[config.mk]
export PLATFORM = sky130hd
export DESIGN_NAME = acc_cpu
export DESIGN_NICKNAME = d
export VERILOG_FILES = /design/src/rtl/acc_cpu_pkg.sv /design/src/rtl/acc_cpu_decode.sv /design/src/rtl/acc_cpu_alu.sv /design/src/rtl/acc_cpu_regbank.sv /design/src/rtl/acc_cpu.sv
export SDC_FILE = /design/constraint.sdc
export NUM_CORES = 1
export LEC_CHECK = 0
export CAP_MARGIN = 20
export CORE_MARGIN = 3
export CORE_UTILIZATION = 45
export DETAILED_ROUTE_END_ITERATION = 12
export DONT_BUFFER_PORTS = 1
export PLACE_DENSITY = 0.68
export SYNTH_ARGS = -nofsm -noshare
export SYNTH_HDL_FRONTEND = slang
export SYNTH_SLANG_ARGS = --single-unit
[constraint.sdc]
create_clock -name clk -period 2.9 [get_ports clk]
set_input_delay 0.29 -clock clk [delete_from_list [all_inputs] [get_ports clk]]
set_output_delay 0.29 -clock clk [all_outputs]
set_load 0.01 [all_outputs]
[src/rtl/acc_cpu_pkg.sv]
package acc_cpu_pkg;

   localparam int OPC_W = 4;
   localparam int SRC_W = 2;

   typedef enum logic [OPC_W-1:0] {
      OP_NOP   = 4'h0,
      OP_LOAD  = 4'h1,
      OP_STORE = 4'h2,
      OP_ADD   = 4'h3,
      OP_SUB   = 4'h4,
      OP_INV   = 4'h5,
      OP_XOR   = 4'h6,
      OP_SHL   = 4'h7,
      OP_CLRC  = 4'h8,
      OP_CLRZ  = 4'h9,
      OP_JUMP  = 4'hA,
      OP_JZ    = 4'hB,
      OP_JNZ   = 4'hC,
      OP_JC    = 4'hD,
      OP_JNC   = 4'hE,
      OP_HALT  = 4'hF
   } opcode_e;

   typedef enum logic [SRC_W-1:0] {
      SRC_B   = 2'b00,
      SRC_C   = 2'b01,
      SRC_IMM = 2'b10,
      SRC_MEM = 2'b11
   } src_e;

   typedef enum logic [2:0] {
      PH_ISSUE,
      PH_OPC,
      PH_ARG,
      PH_EXEC,
      PH_HALT
   } phase_e;

   typedef struct packed {
      opcode_e opc;
      src_e    src;
      logic    is_jump;
      logic    is_cond;
      logic    alu_acc;
      logic    alu_carry;
   } ctrl_t;

endpackage

[src/rtl/acc_cpu_decode.sv]
module acc_cpu_decode
   import acc_cpu_pkg::*;
#(
   parameter int DATA_W = 8,
   parameter int PAGE_W = 2
) (
   input  logic [DATA_W-1:0] instr,
   output ctrl_t             ctrl,
   output logic [PAGE_W-1:0] page
);

   localparam int OPC_LSB = DATA_W - OPC_W;
   localparam int SRC_LSB = PAGE_W;

   if (OPC_W + SRC_W + PAGE_W != DATA_W) begin : g_bad_fields
      $error("acc_cpu_decode: opcode, selector and page must fill one byte");
   end

   always_comb begin
      ctrl.opc       = opcode_e'(instr[OPC_LSB +: OPC_W]);
      ctrl.src       = src_e'(instr[SRC_LSB +: SRC_W]);
      ctrl.is_jump   = ctrl.opc inside {OP_JUMP, OP_JZ, OP_JNZ, OP_JC, OP_JNC};
      ctrl.is_cond   = ctrl.opc inside {OP_JZ, OP_JNZ, OP_JC, OP_JNC};
      ctrl.alu_acc   = ctrl.opc inside {OP_ADD, OP_SUB, OP_INV, OP_XOR, OP_SHL};
      ctrl.alu_carry = ctrl.opc inside {OP_ADD, OP_SUB, OP_SHL};
      page           = instr[PAGE_W-1:0];
   end

endmodule

[src/rtl/acc_cpu_alu.sv]
module acc_cpu_alu
   import acc_cpu_pkg::*;
#(
   parameter int DATA_W = 8
) (
   input  opcode_e           opc,
   input  logic [DATA_W-1:0] a,
   input  logic [DATA_W-1:0] b,
   output logic [DATA_W-1:0] result,
   output logic              carry
);

   localparam int WIDE_W = DATA_W + 1;

   logic [WIDE_W-1:0] wide;

   always_comb begin
      case (opc)
         OP_ADD:  wide = {1'b0, a} + {1'b0, b};
         OP_SUB:  wide = {1'b0, a} + {1'b0, ~b} + WIDE_W'(1);
         OP_INV:  wide = {1'b0, ~a};
         OP_XOR:  wide = {1'b0, a ^ b};
         OP_SHL:  wide = {a, 1'b0};
         default: wide = {1'b0, a};
      endcase
      result = wide[DATA_W-1:0];
      carry  = wide[DATA_W];
   end

endmodule

[src/rtl/acc_cpu_regbank.sv]
module acc_cpu_regbank #(
   parameter int DATA_W = 8,
   parameter int NREG   = 2
) (
   input  logic                                   clk,
   input  logic                                   rst_n,
   input  logic                                   we,
   input  logic [((NREG > 1) ? $clog2(NREG) : 1)-1:0] widx,
   input  logic [DATA_W-1:0]                      wdata,
   input  logic [((NREG > 1) ? $clog2(NREG) : 1)-1:0] ridx,
   output logic [DATA_W-1:0]                      rdata
);

   localparam int IDX_W = (NREG > 1) ? $clog2(NREG) : 1;

   if (NREG != (1 << IDX_W)) begin : g_bad_nreg
      $error("acc_cpu_regbank: NREG must be a power of two");
   end

   logic [DATA_W-1:0] regs [NREG];

   for (genvar g = 0; g < NREG; g++) begin : g_reg
      always_ff @(posedge clk or negedge rst_n) begin
         if (!rst_n) begin
            regs[g] <= '0;
         end else if (we && widx == IDX_W'(g)) begin
            regs[g] <= wdata;
         end
      end

      // a register keeps its value unless a store names it
      p_reg_hold_r4: assert property (@(posedge clk) disable iff (!rst_n)
         !(we && widx == IDX_W'(g)) |=> $stable(regs[g]));
   end

   assign rdata = regs[ridx];

endmodule

[src/rtl/acc_cpu.sv]
module acc_cpu
   import acc_cpu_pkg::*;
#(
   parameter int DATA_W = 8,
   parameter int PAGE_W = 2,
   parameter int NREG   = 2
) (
   input  logic                       clk,
   input  logic                       rst_n,
   output logic [DATA_W+PAGE_W-1:0]   mem_addr,
   input  logic [DATA_W-1:0]          mem_rdata,
   output logic [DATA_W-1:0]          mem_wdata,
   output logic                       mem_we,
   output logic                       halted
);

   localparam int ADDR_W = DATA_W + PAGE_W;
   localparam int IDX_W  = (NREG > 1) ? $clog2(NREG) : 1;

   if (NREG != 2) begin : g_bad_bank
      $error("acc_cpu: the selector addresses exactly two working registers");
   end

   phase_e              phase_q;
   logic [ADDR_W-1:0]   pc_q;
   logic [DATA_W-1:0]   ir_q;
   logic [DATA_W-1:0]   arg_q;
   logic [DATA_W-1:0]   acc_q;
   logic                flag_z_q;
   logic                flag_c_q;
   logic                pend_c_q;

   ctrl_t               ctrl;
   logic [PAGE_W-1:0]   page;
   logic [ADDR_W-1:0]   target;
   logic [DATA_W-1:0]   operand;
   logic [DATA_W-1:0]   bank_rd;
   logic [DATA_W-1:0]   alu_res;
   logic                alu_c;
   logic                cond_met;
   logic                jump_take;
   logic                exec;
   logic                bank_we;

   acc_cpu_decode #(.DATA_W(DATA_W), .PAGE_W(PAGE_W)) decode_i (
      .instr (ir_q),
      .ctrl  (ctrl),
      .page  (page)
   );

   acc_cpu_regbank #(.DATA_W(DATA_W), .NREG(NREG)) bank_i (
      .clk   (clk),
      .rst_n (rst_n),
      .we    (bank_we),
      .widx  (IDX_W'(ctrl.src[0])),
      .wdata (acc_q),
      .ridx  (IDX_W'(ctrl.src[0])),
      .rdata (bank_rd)
   );

   acc_cpu_alu #(.DATA_W(DATA_W)) alu_i (
      .opc    (ctrl.opc),
      .a      (acc_q),
      .b      (operand),
      .result (alu_res),
      .carry  (alu_c)
   );

   assign target = {page, arg_q};
   assign exec   = (phase_q == PH_EXEC);

   always_comb begin
      case (ctrl.src)
         SRC_B, SRC_C: operand = bank_rd;
         SRC_IMM:      operand = arg_q;
         default:      operand = mem_rdata;
      endcase
   end

   always_comb begin
      case (ctrl.opc)
         OP_JZ:   cond_met = flag_z_q;
         OP_JNZ:  cond_met = !flag_z_q;
         OP_JC:   cond_met = flag_c_q;
         OP_JNC:  cond_met = !flag_c_q;
         default: cond_met = 1'b1;
      endcase
      jump_take = ctrl.is_jump && (!ctrl.is_cond || cond_met);
   end

   assign bank_we = exec && ctrl.opc == OP_STORE &&
                    (ctrl.src == SRC_B || ctrl.src == SRC_C);
   assign mem_we  = exec && ctrl.opc == OP_STORE && ctrl.src == SRC_MEM;

   always_comb begin
      case (phase_q)
         PH_OPC:  mem_addr = pc_q + ADDR_W'(1);
         PH_ARG:  mem_addr = {page, mem_rdata};
         PH_EXEC: mem_addr = target;
         default: mem_addr = pc_q;
      endcase
   end

   assign mem_wdata = acc_q;
   assign halted    = (phase_q == PH_HALT);

   always_ff @(posedge clk or negedge rst_n) begin
      if (!rst_n) begin
         phase_q  <= PH_ISSUE;
         pc_q     <= '0;
         ir_q     <= '0;
         arg_q    <= '0;
         acc_q    <= '0;
         flag_z_q <= 1'b0;
         flag_c_q <= 1'b0;
         pend_c_q <= 1'b0;
      end else begin
         case (phase_q)
            PH_ISSUE: phase_q <= PH_OPC;
            PH_OPC: begin
               ir_q    <= mem_rdata;
               pc_q    <= pc_q + ADDR_W'(1);
               phase_q <= PH_ARG;
            end
            PH_ARG: begin
               arg_q   <= mem_rdata;
               pc_q    <= pc_q + ADDR_W'(1);
               phase_q <= PH_EXEC;
            end
            PH_EXEC: begin
               phase_q <= PH_ISSUE;
               if (jump_take) pc_q <= target;
               if (ctrl.alu_acc) acc_q <= alu_res;
               if (ctrl.alu_carry) pend_c_q <= alu_c;
               case (ctrl.opc)
                  OP_LOAD:  acc_q <= operand;
                  OP_STORE: begin
                     flag_z_q <= (acc_q == '0);
                     flag_c_q <= pend_c_q;
                  end
                  OP_CLRC: begin
                     flag_c_q <= 1'b0;
                     pend_c_q <= 1'b0;
                  end
                  OP_CLRZ:  flag_z_q <= 1'b0;
                  OP_HALT:  phase_q  <= PH_HALT;
                  default: ;
               endcase
            end
            default: phase_q <= PH_HALT;
         endcase
      end
   end

   // halt persists and never writes
   p_halt_hold_r12: assert property (@(posedge clk) disable iff (!rst_n)
      halted |=> halted && !mem_we);

   // visible flags move only on store or clear
   p_flags_only_store_r9: assert property (@(posedge clk) disable iff (!rst_n)
      (!exec || !(ctrl.opc inside {OP_STORE, OP_CLRC, OP_CLRZ}))
      |=> $stable(flag_z_q) && $stable(flag_c_q));

   // immediate-selector store writes nowhere
   p_store_imm_r4: assert property (@(posedge clk) disable iff (!rst_n)
      (exec && ctrl.opc == OP_STORE && ctrl.src == SRC_IMM) |-> !mem_we && !bank_we);

   // taken jump lands on {page, argument}
   p_jump_target_r11: assert property (@(posedge clk) disable iff (!rst_n)
      (exec && jump_take) |=> pc_q == $past(target));

   // failed condition falls through
   p_fallthrough_r11: assert property (@(posedge clk) disable iff (!rst_n)
      (exec && ctrl.is_cond && !cond_met) |=> $stable(pc_q));

   // subtract carry means no borrow
   p_sub_carry_r6: assert property (@(posedge clk) disable iff (!rst_n)
      (exec && ctrl.opc == OP_SUB) |=> pend_c_q == ($past(acc_q) >= $past(operand)));

   // shift moves bit 7 to carry and clears bit 0
   p_shl_carry_r8: assert property (@(posedge clk) disable iff (!rst_n)
      (exec && ctrl.opc == OP_SHL) |=> pend_c_q == $past(acc_q[DATA_W-1]) && !acc_q[0]);

endmodule

==> out/metrics.cfg, run 1 <==
[logic_synthesis]
yosys_register_bits=56
yosysTopAreaCell=dfrtp_1
synth_warnings=0
synth_flop_cell=dfrtp_1
ys_seq_area_frac=0.325
synth_cell_types=71
synth.net_count=512
synth_top_area_frac=0.325
async_flop_share=1.00
netlist_instances=481
synth_edf_count=0
syn-mean-instance-area_sq_um=8.97
netlist_area_sq_um=4320
synth_area_leaders=dfrtp_1 32%, ha_1 5.5%, mux2_2 5.2%

[route]
vias=3739
vias_per_cell=6.14
drt-pass1-iter-count=7
ant_nets=0
drtIter0Drc=288
routed_wl_um=11700
routedWlPerCell_um=19.2
drc=0

[run]
max_cap_violations=0

[cts]
numCtsBuffers=5
clkLatencyLatePin_ns=0.32
cts_tree=yes
h-tree-depth=2
clock_sinks=56
path_clk_slew_ns=0.11
cts_buffer_depth=2
cts_root_buffer=clkbuf_8

[outcome]
status=finished, final reports clean

[sta]
hold-worst-slack_ns=0.0829
slew_viol_final=0
setup_viol=0
fin_skew_ns=0.0116
worst_pin_slew_ns=0.525
hold_viol_final=0
fin_crit_sh=0.948
clock.fmax_mhz=364
finalCriticalPeriod_ns=2.75
slew_headroom=0.650

[worst_setup_path]
critPathMaxStageDelay_ns=0.60
cp.required_ns=3.17
worstSetupPathType=flop to flop
crit_arrival_ns=3.02
critPathSlowestCell=mux4_2
start_kind=flop
cp-end-kind=flop
cp_max_fo=8
crit_path_cell_trace=mux4_2 > ha_1 > o21bai_1 > nand2_1 > o31ai_2 > mux2_2 > a21oi_1 > o32a_1

[power]
cellLeakagePower_nw=1.94
irDropWorstVdd_mv=0.636
powerDensity_nw_per_um2=1390

[layout]
syn2layout_area_growth_pct=8.23
final_layout_size_suffix_gt1_frac=0.177
fin_util=0.503
nets=510
n_antenna_cell=0
layout_common_cells=55 x dfrtp_1, 46 x nor2_1, 41 x a21oi_1, 36 x o21ai_0, 34 x nand2_1
mostFrequentLayoutCell=dfrtp_1

[floorplanning]
initial_utilization=0.465
top_level_ports=30
die_x_um=104
dieArea_sq_um=10800
core_sq_um=9280
fp.dieH_um=104
num_rows=35

[placement]
gp_congestion=0.879
dpl.hpwl_um=8540
numPortBuffers=0

[min_path]
hp-class=input port to flop

[global_route]
groute.usage.overall=0.220
overflow=0
antenna_found_initial=0
grt_start_max_net_pins=57
grt_pass1_vias=3768
grt_pass1_wl_um=19600

==> state kept, by name, summed over array words and instances (netlist names) <==
register     count
mem_wdata        8
flag_z_q         1
flag_c_q         1
ir_q             8
pend_c_q         1
arg_q            8
phase_q          3
pc_q            10
bank_i.regs     16
==> where the power goes <==
group,internal (W),switching [W]
clock,0.000262,0.000285
sequential,0.00113,0.000662
combinational,0.00184,0.00232
==> cell usage after synthesis (4+ instances only) <==
master / number
a21oi_1: 41
a22o_1: 4
a31oi_1: 5
a32oi_1: 4
and2_1: 9
and3_1: 5
buf_2: 12
clkbuf_1: 13
dfrtp_1: 56
ha_1: 19
inv_1: 20
mux2_1: 4
mux2_2: 20
mux2_4: 4
mux2i_1: 8
mux4_2: 8
nand2_1: 34
nand2b_1: 4
nand3_1: 12
nor2_1: 46
nor2b_1: 5
nor3_1: 7
nor3b_1: 4
nor4_1: 5
o211ai_1: 5
o21ai_0: 37
o21ai_1: 10
o21bai_1: 4
o22a_1: 5
o22ai_1: 6
==> layer usage <==
layer	up-vias	GRT usage	wire [um]
met5	-	0	0
met4	0	0.0465	148
met3	14	0.0360	560
met2	120	0.371	5650
met1	1830	0.299	5340
li1	1775	-	-
==> critical path: cells and delay by family, from the launching register on <==
family | cells | cell delay (ns)
simple gates | 1 | 0.12
flops | 1 | 0.49
fa+ha+maj | 1 | 0.34
mux | 2 | 0.97
compound gates | 4 | 0.80
==> layout make-up <==
type                    count  area [sq um]
well taps                 129           161
fillers                   882          4610
flip-flops and latches     56          1400
multi-input cells         373          2730
inverters                  20          75.1
repair buffers             23           195
clock buffers               6          72.6
clock inverters             2          38.8
==> through the flow <==
| stage | cell area, sq um | setup TNS (ns) | power (W) | instances | setup slack [ns] |
|---|---|---|---|---|---|
| floorplan | 4320 | 0 | 0.00469 | 481 | 0.0420 |
| global placement | 4470 | 0 | 0.00565 | 598 | 0.0323 |
| detailed placement | 4470 | -0.000995 | 0.00574 | 598 | -0.000995 |
| CTS | 4620 | 0 | 0.00632 | 608 | 0.0857 |
| global route | 4670 | -0.0112 | 0.00708 | 609 | -0.00705 |
| finish | 4670 | 0 | 0.00649 | 609 | 0.151 |
==> path summary, 6_finish.rpt <==
check / from / endpoint / slack, ns / cells past startpoint
worst min-delay path: mem_rdata[7] / ir_q[7] / 0.08 / 2
worst max register to register: ir_q[2] / mem_wdata[7] / 0.15 / 8
min in group asynchronous: rst_n / phase_q[1] / 0.52 / 2
worst max-delay path: ir_q[2] / mem_wdata[7] / 0.15 / 8
max in group asynchronous: rst_n / ir_q[2] / 2.13 / 2
worst min register to register: bank_i.regs[13] / bank_i.regs[13] / 0.49 / 2
==> cells by family after synthesis <==
kind of cell,share of synthesized area
AO/OA/AOI/OAI,0.236
AND/OR/NAND/NOR,0.182
XOR/XNOR,0.00203
flip-flops,0.325
multiplexers,0.137
buffers and inverters,0.0539
adder cells (fa/ha/maj),0.0643
==> repair_timing <==
action,in CTS,in global routing
endpoints found under the setup margin,1,4
hold buffers,2,0
buffers inserted,0,1
pin swaps,0,1
resized for setup,1,10
hold endpoints to repair,56,0
Note: power is estimated with default switching activity, not from simulation.
==> run 2: changes to the inputs <==
--- a/config.mk
+++ b/config.mk
@@ -5,12 +5,12 @@
 export SDC_FILE = /design/constraint.sdc
 export NUM_CORES = 1
 export LEC_CHECK = 0
+export BUFFER_PORTS_ARGS = -buffer_cell sky130_fd_sc_hd__buf_4
 export CAP_MARGIN = 20
 export CORE_MARGIN = 3
 export CORE_UTILIZATION = 45
 export DETAILED_ROUTE_END_ITERATION = 12
-export DONT_BUFFER_PORTS = 1
-export PLACE_DENSITY = 0.68
+export PLACE_DENSITY = 0.71
 export SYNTH_ARGS = -nofsm -noshare
 export SYNTH_HDL_FRONTEND = slang
 export SYNTH_SLANG_ARGS = --single-unit
==> run 2 against run 1 <==
Maximum frequency down 1.6%. Non-clock buffer count up 30. Combinational power up 7.7%. Sequential share of layout area down 0.95 points. Flip-flop and latch count unchanged. Clock-buffer cell count down 1. Clock power down 15%. Sequential power about the same. Via count up 3.8%. Highest routed layer unchanged.
==> out/metrics.cfg, run 2 (synthesis results as in run 1) <==
[power]
switchingPower_w=0.00330
power_frac_clock=0.069
switching_share=0.492
p_comb_frac=0.669
power_frac_seq=0.262
irDropWorstVdd_mv=0.626
p_int_w=0.00341
powerDensity_nw_per_um2=1390
cellLeakagePower_nw=2.07

[floorplanning]
num_rows=35
die_x_um=104
top_level_ports=30
core_sq_um=9280
fp.dieH_um=104
initial_utilization=0.465
dieArea_sq_um=10800

[cts]
postCtsHoldBufs=0
cts_root_buffer=clkbuf_8
h-tree-depth=2
cts_tree=yes
numCtsBuffers=5
clock_sinks=56
clkLatencyLatePin_ns=0.32
path_clk_slew_ns=0.12
cts_buffer_depth=2

[run]
max_cap_violations=0

[worst_setup_path]
crit_arrival_ns=3.02
critPathMaxStageDelay_ns=0.52
crit_path_cell_trace=buf_4 > mux4_2 > ha_1 > nor2_1 > a2111oi_2 > o31ai_1 > mux2_2 > a21oi_1 > o32a_1
critPathSlowestCell=mux4_2
cp.required_ns=3.12
cp_max_fo=5
start_kind=flop
worstSetupPathType=flop to flop
cp-end-kind=flop

[sta]
fin_crit_sh=0.963
fin_skew_ns=0.00975
clock.fmax_mhz=358
rsz0062_at_grt=yes
hold_viol_final=0
slew_headroom=0.505
slew_viol_final=0
timing.final.ws_setup_ns=0.106
worst_pin_slew_ns=0.743
setup_viol=0
finalCriticalPeriod_ns=2.79
tns_ns=0

[route]
vias_per_cell=6.07
drtIter0Drc=323
drc=0
vias=3880
ant_nets=0
drt-pass1-iter-count=6
routedWlPerCell_um=18.5
routed_wl_um=11800

[layout]
nets=540
n_antenna_cell=0
reg_top3=bank_i.regs x16, pc_q x10
layout_common_cells=54 x dfrtp_1, 51 x buf_4, 46 x nor2_1, 41 x a21oi_1, 37 x o21ai_0
fillers=886
syn2layout_area_growth_pct=11.9
multiInputGateArea_sq_um=2690
seq_area_sq_um=1400
mostFrequentLayoutCell=dfrtp_1
top_register=bank_i.regs
final_layout_size_suffix_gt1_frac=0.220
largest_register_ffs=16

[global_route]
grt_pass1_vias=3791
overflow=0
antenna_found_initial=0
groute.usage.overall=0.216
grt_pass1_wl_um=19500
grt_start_max_net_pins=57

[placement]
place_ws_ns=-0.0480
gp_congestion=0.904
dpl.hpwl_um=8440
numPortBuffers=29

[outcome]
status=finished, final reports clean

[min_path]
hp-class=input port to asynchronous set/reset pin

[run 2: critical path, delay by kind of cell (launching register included)]
kind	cells	cell delay, ns
AOI/OAI and AO/OA	4	0.87
adders and majority gates	1	0.38
and+or+nand+nor	1	0.11
buffers and inverters	1	0.14
muxes	2	0.75
DFF	1	0.44
[run 2: area by class of cell]
class / instances / share of cell area
multi-input cells: 373 / 0.557
flip-flops and latches: 56 / 0.291
repair buffers: 53 / 0.0845
well taps: 129 / 0.0334
inverters: 20 / 0.0155
clock buffers: 5 / 0.0143
clock inverters: 3 / 0.00441
[run 2: power by group through the flow]
stage | Sequential (W) | Combinational (W) | Clock [W]
global route | 0.00183 | 0.00494 | 0.000498
global placement | 0.00175 | 0.00420 | 0
detailed placement | 0.00177 | 0.00428 | 0
floorplan | 0.00145 | 0.00324 | 0
CTS | 0.00176 | 0.00430 | 0.000473
finish | 0.00176 | 0.00448 | 0.000463
[run 2: final timing paths]
kind	cells after the start	startpoint	slack, ns	to
max in group asynchronous	1	rst_n	2.37	ir_q[2]
min	1	rst_n	0.01	pc_q[4]
min reg2reg	2	bank_i.regs[1]	0.50	bank_i.regs[1]
min in group clk	3	mem_rdata[7]	0.22	ir_q[7]
max reg2reg	9	ir_q[2]	0.11	mem_wdata[7]
max	9	ir_q[2]	0.11	mem_wdata[7]
[run 2: per-stage QoR]
step                area, sq um   util  hold slack (ns)  power, W  cells
CTS                        4770  0.514           0.0455   0.00653    634
global placement           4680  0.504            0.402   0.00595    626
finish                     4830  0.520           0.0110   0.00670    639
global route               4830  0.520           0.0569   0.00726    639
detailed placement         4680  0.504            0.400   0.00605    626
floorplan                  4320      -         -0.00559   0.00469    481
[run 2: timing repair]
item	CTS	global route
buffers inserted	0	5
pin swaps	0	1
gates resized for setup	1	3
setup endpoints to repair	2	4
[run 2: per-layer routing]
layer | share of wire | vias to the layer above | wire [um] | GRT usage
met2 | 0.50 | 132 | 5890 | 0.358
met4 | 0.011 | 0 | 130 | 0.0465
met1 | 0.44 | 1905 | 5260 | 0.304
li1 | - | 1830 | - | -
met3 | 0.048 | 13 | 563 | 0.0267
met5 | 0 | - | 0 | 0
==> run 3: changes to the inputs <==
--- a/config.mk
+++ b/config.mk
@@ -5,11 +5,14 @@
 export SDC_FILE = /design/constraint.sdc
 export NUM_CORES = 1
 export LEC_CHECK = 0
+export ABC_AREA = 1
 export BUFFER_PORTS_ARGS = -buffer_cell sky130_fd_sc_hd__buf_4
 export CAP_MARGIN = 20
 export CORE_MARGIN = 3
 export CORE_UTILIZATION = 45
+export CTS_CLUSTER_DIAMETER = 50
 export DETAILED_ROUTE_END_ITERATION = 12
+export GPL_TIMING_DRIVEN = 0
 export PLACE_DENSITY = 0.71
 export SYNTH_ARGS = -nofsm -noshare
 export SYNTH_HDL_FRONTEND = slang
==> run 3 against run 2 <==
Combinational power shrank 4%. Critical path depth grew 6. Routed wire length shrank 4.6%. Flip-flop and latch count is the same. Setup slack gained 0.13 ns. Cell count grew 18%. Sequential share of layout area grew 0.91 points. Via count grew 6.3%. Clock power shrank 2%. Largest power group unchanged.
==> out/metrics.cfg, run 3 <==
[outcome]
status=finished, final reports clean

[route]
routed_wl_um=11300
drc=0
ant_nets=0
wl_met3_um=615
vias_per_cell=5.47
top_layer=met4
routedWlPerCell_um=15.0
wl_met1_um=5260
routed-wl-met2_um=5310
drt-pass1-iter-count=6
vias=4125
drtIter0Drc=307

[sta]
timing.final.ws_setup_ns=0.233
fin_crit_sh=0.920
hold_viol_final=0
setup_viol=0
tns_ns=0
rsz0062_at_grt=yes
finalCriticalPeriod_ns=2.67
clock.fmax_mhz=375
slew_headroom=0.516
hold-worst-slack_ns=0.0259
fin_skew_ns=0.0125
worst_pin_slew_ns=0.725
slew_viol_final=0

[layout]
largest_register_ffs=16
layout_common_cells=192 x nand2_1, 93 x inv_1, 56 x dfrtp_1, 50 x nor2_1, 37 x nand3_1
n_antenna_cell=0
final_cell_area_sq_um=4670
reg_top3=bank_i.regs x16, pc_q x10
final_layout_size_suffix_gt1_frac=0.125
mostFrequentLayoutCell=nand2_1
syn2layout_area_growth_pct=11.0
top_register=bank_i.regs
nets=676

[logic_synthesis]
synth_top_area_frac=0.333
synthTopCellsByCount=193 x nand2_1, 93 x inv_1, 56 x dfrtp_1
yosysTopAreaCell=dfrtp_1
async_flop_share=1.00
synth_flop_cell=dfrtp_1
yosys_register_bits=56
netlist_area_sq_um=4210
netlist_instances=609
synth_cell_types=44
synth_edf_count=0
ys_seq_area_frac=0.333
yosysMostFrequentCell=nand2_1
synth.net_count=640
syn-mean-instance-area_sq_um=6.92
synth_area_leaders=dfrtp_1 33%, nand2_1 17%, inv_1 8.3%
synth_warnings=0

[cts]
h-tree-depth=2
cts_setup_buffers=0
clock_sinks=56
path_clk_slew_ns=0.10
numCtsBuffers=5
cts_tree=yes
clkLatencyLatePin_ns=0.32
cts_buffer_depth=2
cts_root_buffer=clkbuf_8

[worst_setup_path]
cp.required_ns=3.12
start_kind=flop
critPathMaxStageDelay_ns=0.41
cp_max_fo=10
path_common_cell=nand3_1
worstSetupPathType=flop to flop
cp-end-kind=flop
critPathSlowestCell=fa_1
crit_arrival_ns=2.89
crit_path_cell_trace=buf_4 > nand2_2 > o22ai_1 > a31oi_1 > ha_1 > inv_1 > fa_1 > inv_1 > nand3_1 > nand3_1 > nand2_1 > nand3_1 > nand3_1 > nor2_1 > nor2_1

[placement]
place_ws_ns=0.205
gp_congestion=0.921
dpl.hpwl_um=8790
numPortBuffers=29
dpl_cell_area_sq_um=4560

[floorplanning]
initial_utilization=0.474
top_level_ports=30
num_rows=34
core_sq_um=8890
die_x_um=103
fp.dieH_um=103
dieArea_sq_um=10600

[global_route]
antenna_found_initial=0
grt_pass1_wl_um=18900
grt_pass1_vias=3885
overflow=0
grt_start_max_net_pins=57
groute.usage.overall=0.227

[power]
fin_total_pwr_w=0.00624
cellLeakagePower_nw=2.38
irDropWorstVdd_mv=0.600
powerDensity_nw_per_um2=1340

[run]
max_cap_violations=0

[min_path]
hp-class=input port to asynchronous set/reset pin

[run 3: cell types whose count changed after synthesis, sizes merged, moves of 10 or more]
cell | previous run | this run
mux2 | 28 | 0
nand2 | 35 | 198
clkbuf | 13 | 2
nand3 | 13 | 39
buf | 19 | 9
a21oi | 41 | 17
inv | 20 | 98
[run 3: critical path, delay by kind of cell (launching register included)]
kind                       cells  cell delay, ns
and+or+nand+nor                8            0.75
adders and majority gates      2            0.64
AOI/OAI and AO/OA              2            0.43
DFF                            1            0.38
buffers and inverters          3            0.37
[run 3: report_power, final]
group	switching (W)	internal, W	leakage (nW)
combinational	0.00277	0.00154	1.63
clock	0.000260	0.000195	0.0445
sequential	0.000355	0.00112	0.706
[run 3: layer usage]
metal / track usage / up-vias
met4: 0.0488 / 0
met5: 0 / -
li1: - / 2030
met3: 0.0291 / 11
met1: 0.334 / 1961
met2: 0.358 / 123
[run 3: layout make-up]
type | instances | area, sq um
repair buffers | 29 | 218
flip-flops and latches | 56 | 1400
multi-input cells | 441 | 2360
fillers | 904 | 4220
clock buffers | 7 | 86.3
well taps | 108 | 135
plain buffers | 11 | 83.8
inverters | 101 | 383
clock inverters | 1 | 7.51
[run 3: cells by family after synthesis]
family,after synthesis,synth area share
and+or+nand+nor,313,0.317
buffers and inverters,112,0.111
AOI/OAI and AO/OA,101,0.161
xor gates and xnor gates,6,0.0125
DFF,56,0.333
adders and majority gates,21,0.0660
[run 3: final timing paths]
path	from	end	slack (ns)	cells past startpoint
min	rst_n	mem_wdata[0]	0.03	1
min in group clk	mem_rdata[7]	ir_q[7]	0.20	3
max in group asynchronous	rst_n	bank_i.regs[7]	2.40	1
max reg2reg	ir_q[2]	mem_wdata[6]	0.23	15
max	ir_q[2]	mem_wdata[6]	0.23	15
min reg2reg	bank_i.regs[3]	bank_i.regs[3]	0.49	2
[run 3: timing repair]
action	4_1_cts	5_1_grt
hold endpoints to repair	0	0
hold buffers	0	0
setup endpoints to repair	0	6
gates resized for setup	0	4
[run 3: per-stage QoR]
step,utilization,std cells
after global routing,0.526,754
after floorplan,-,609
after global placement,0.513,746
final,0.526,754
after CTS,0.524,754
after detailed placement,0.513,746
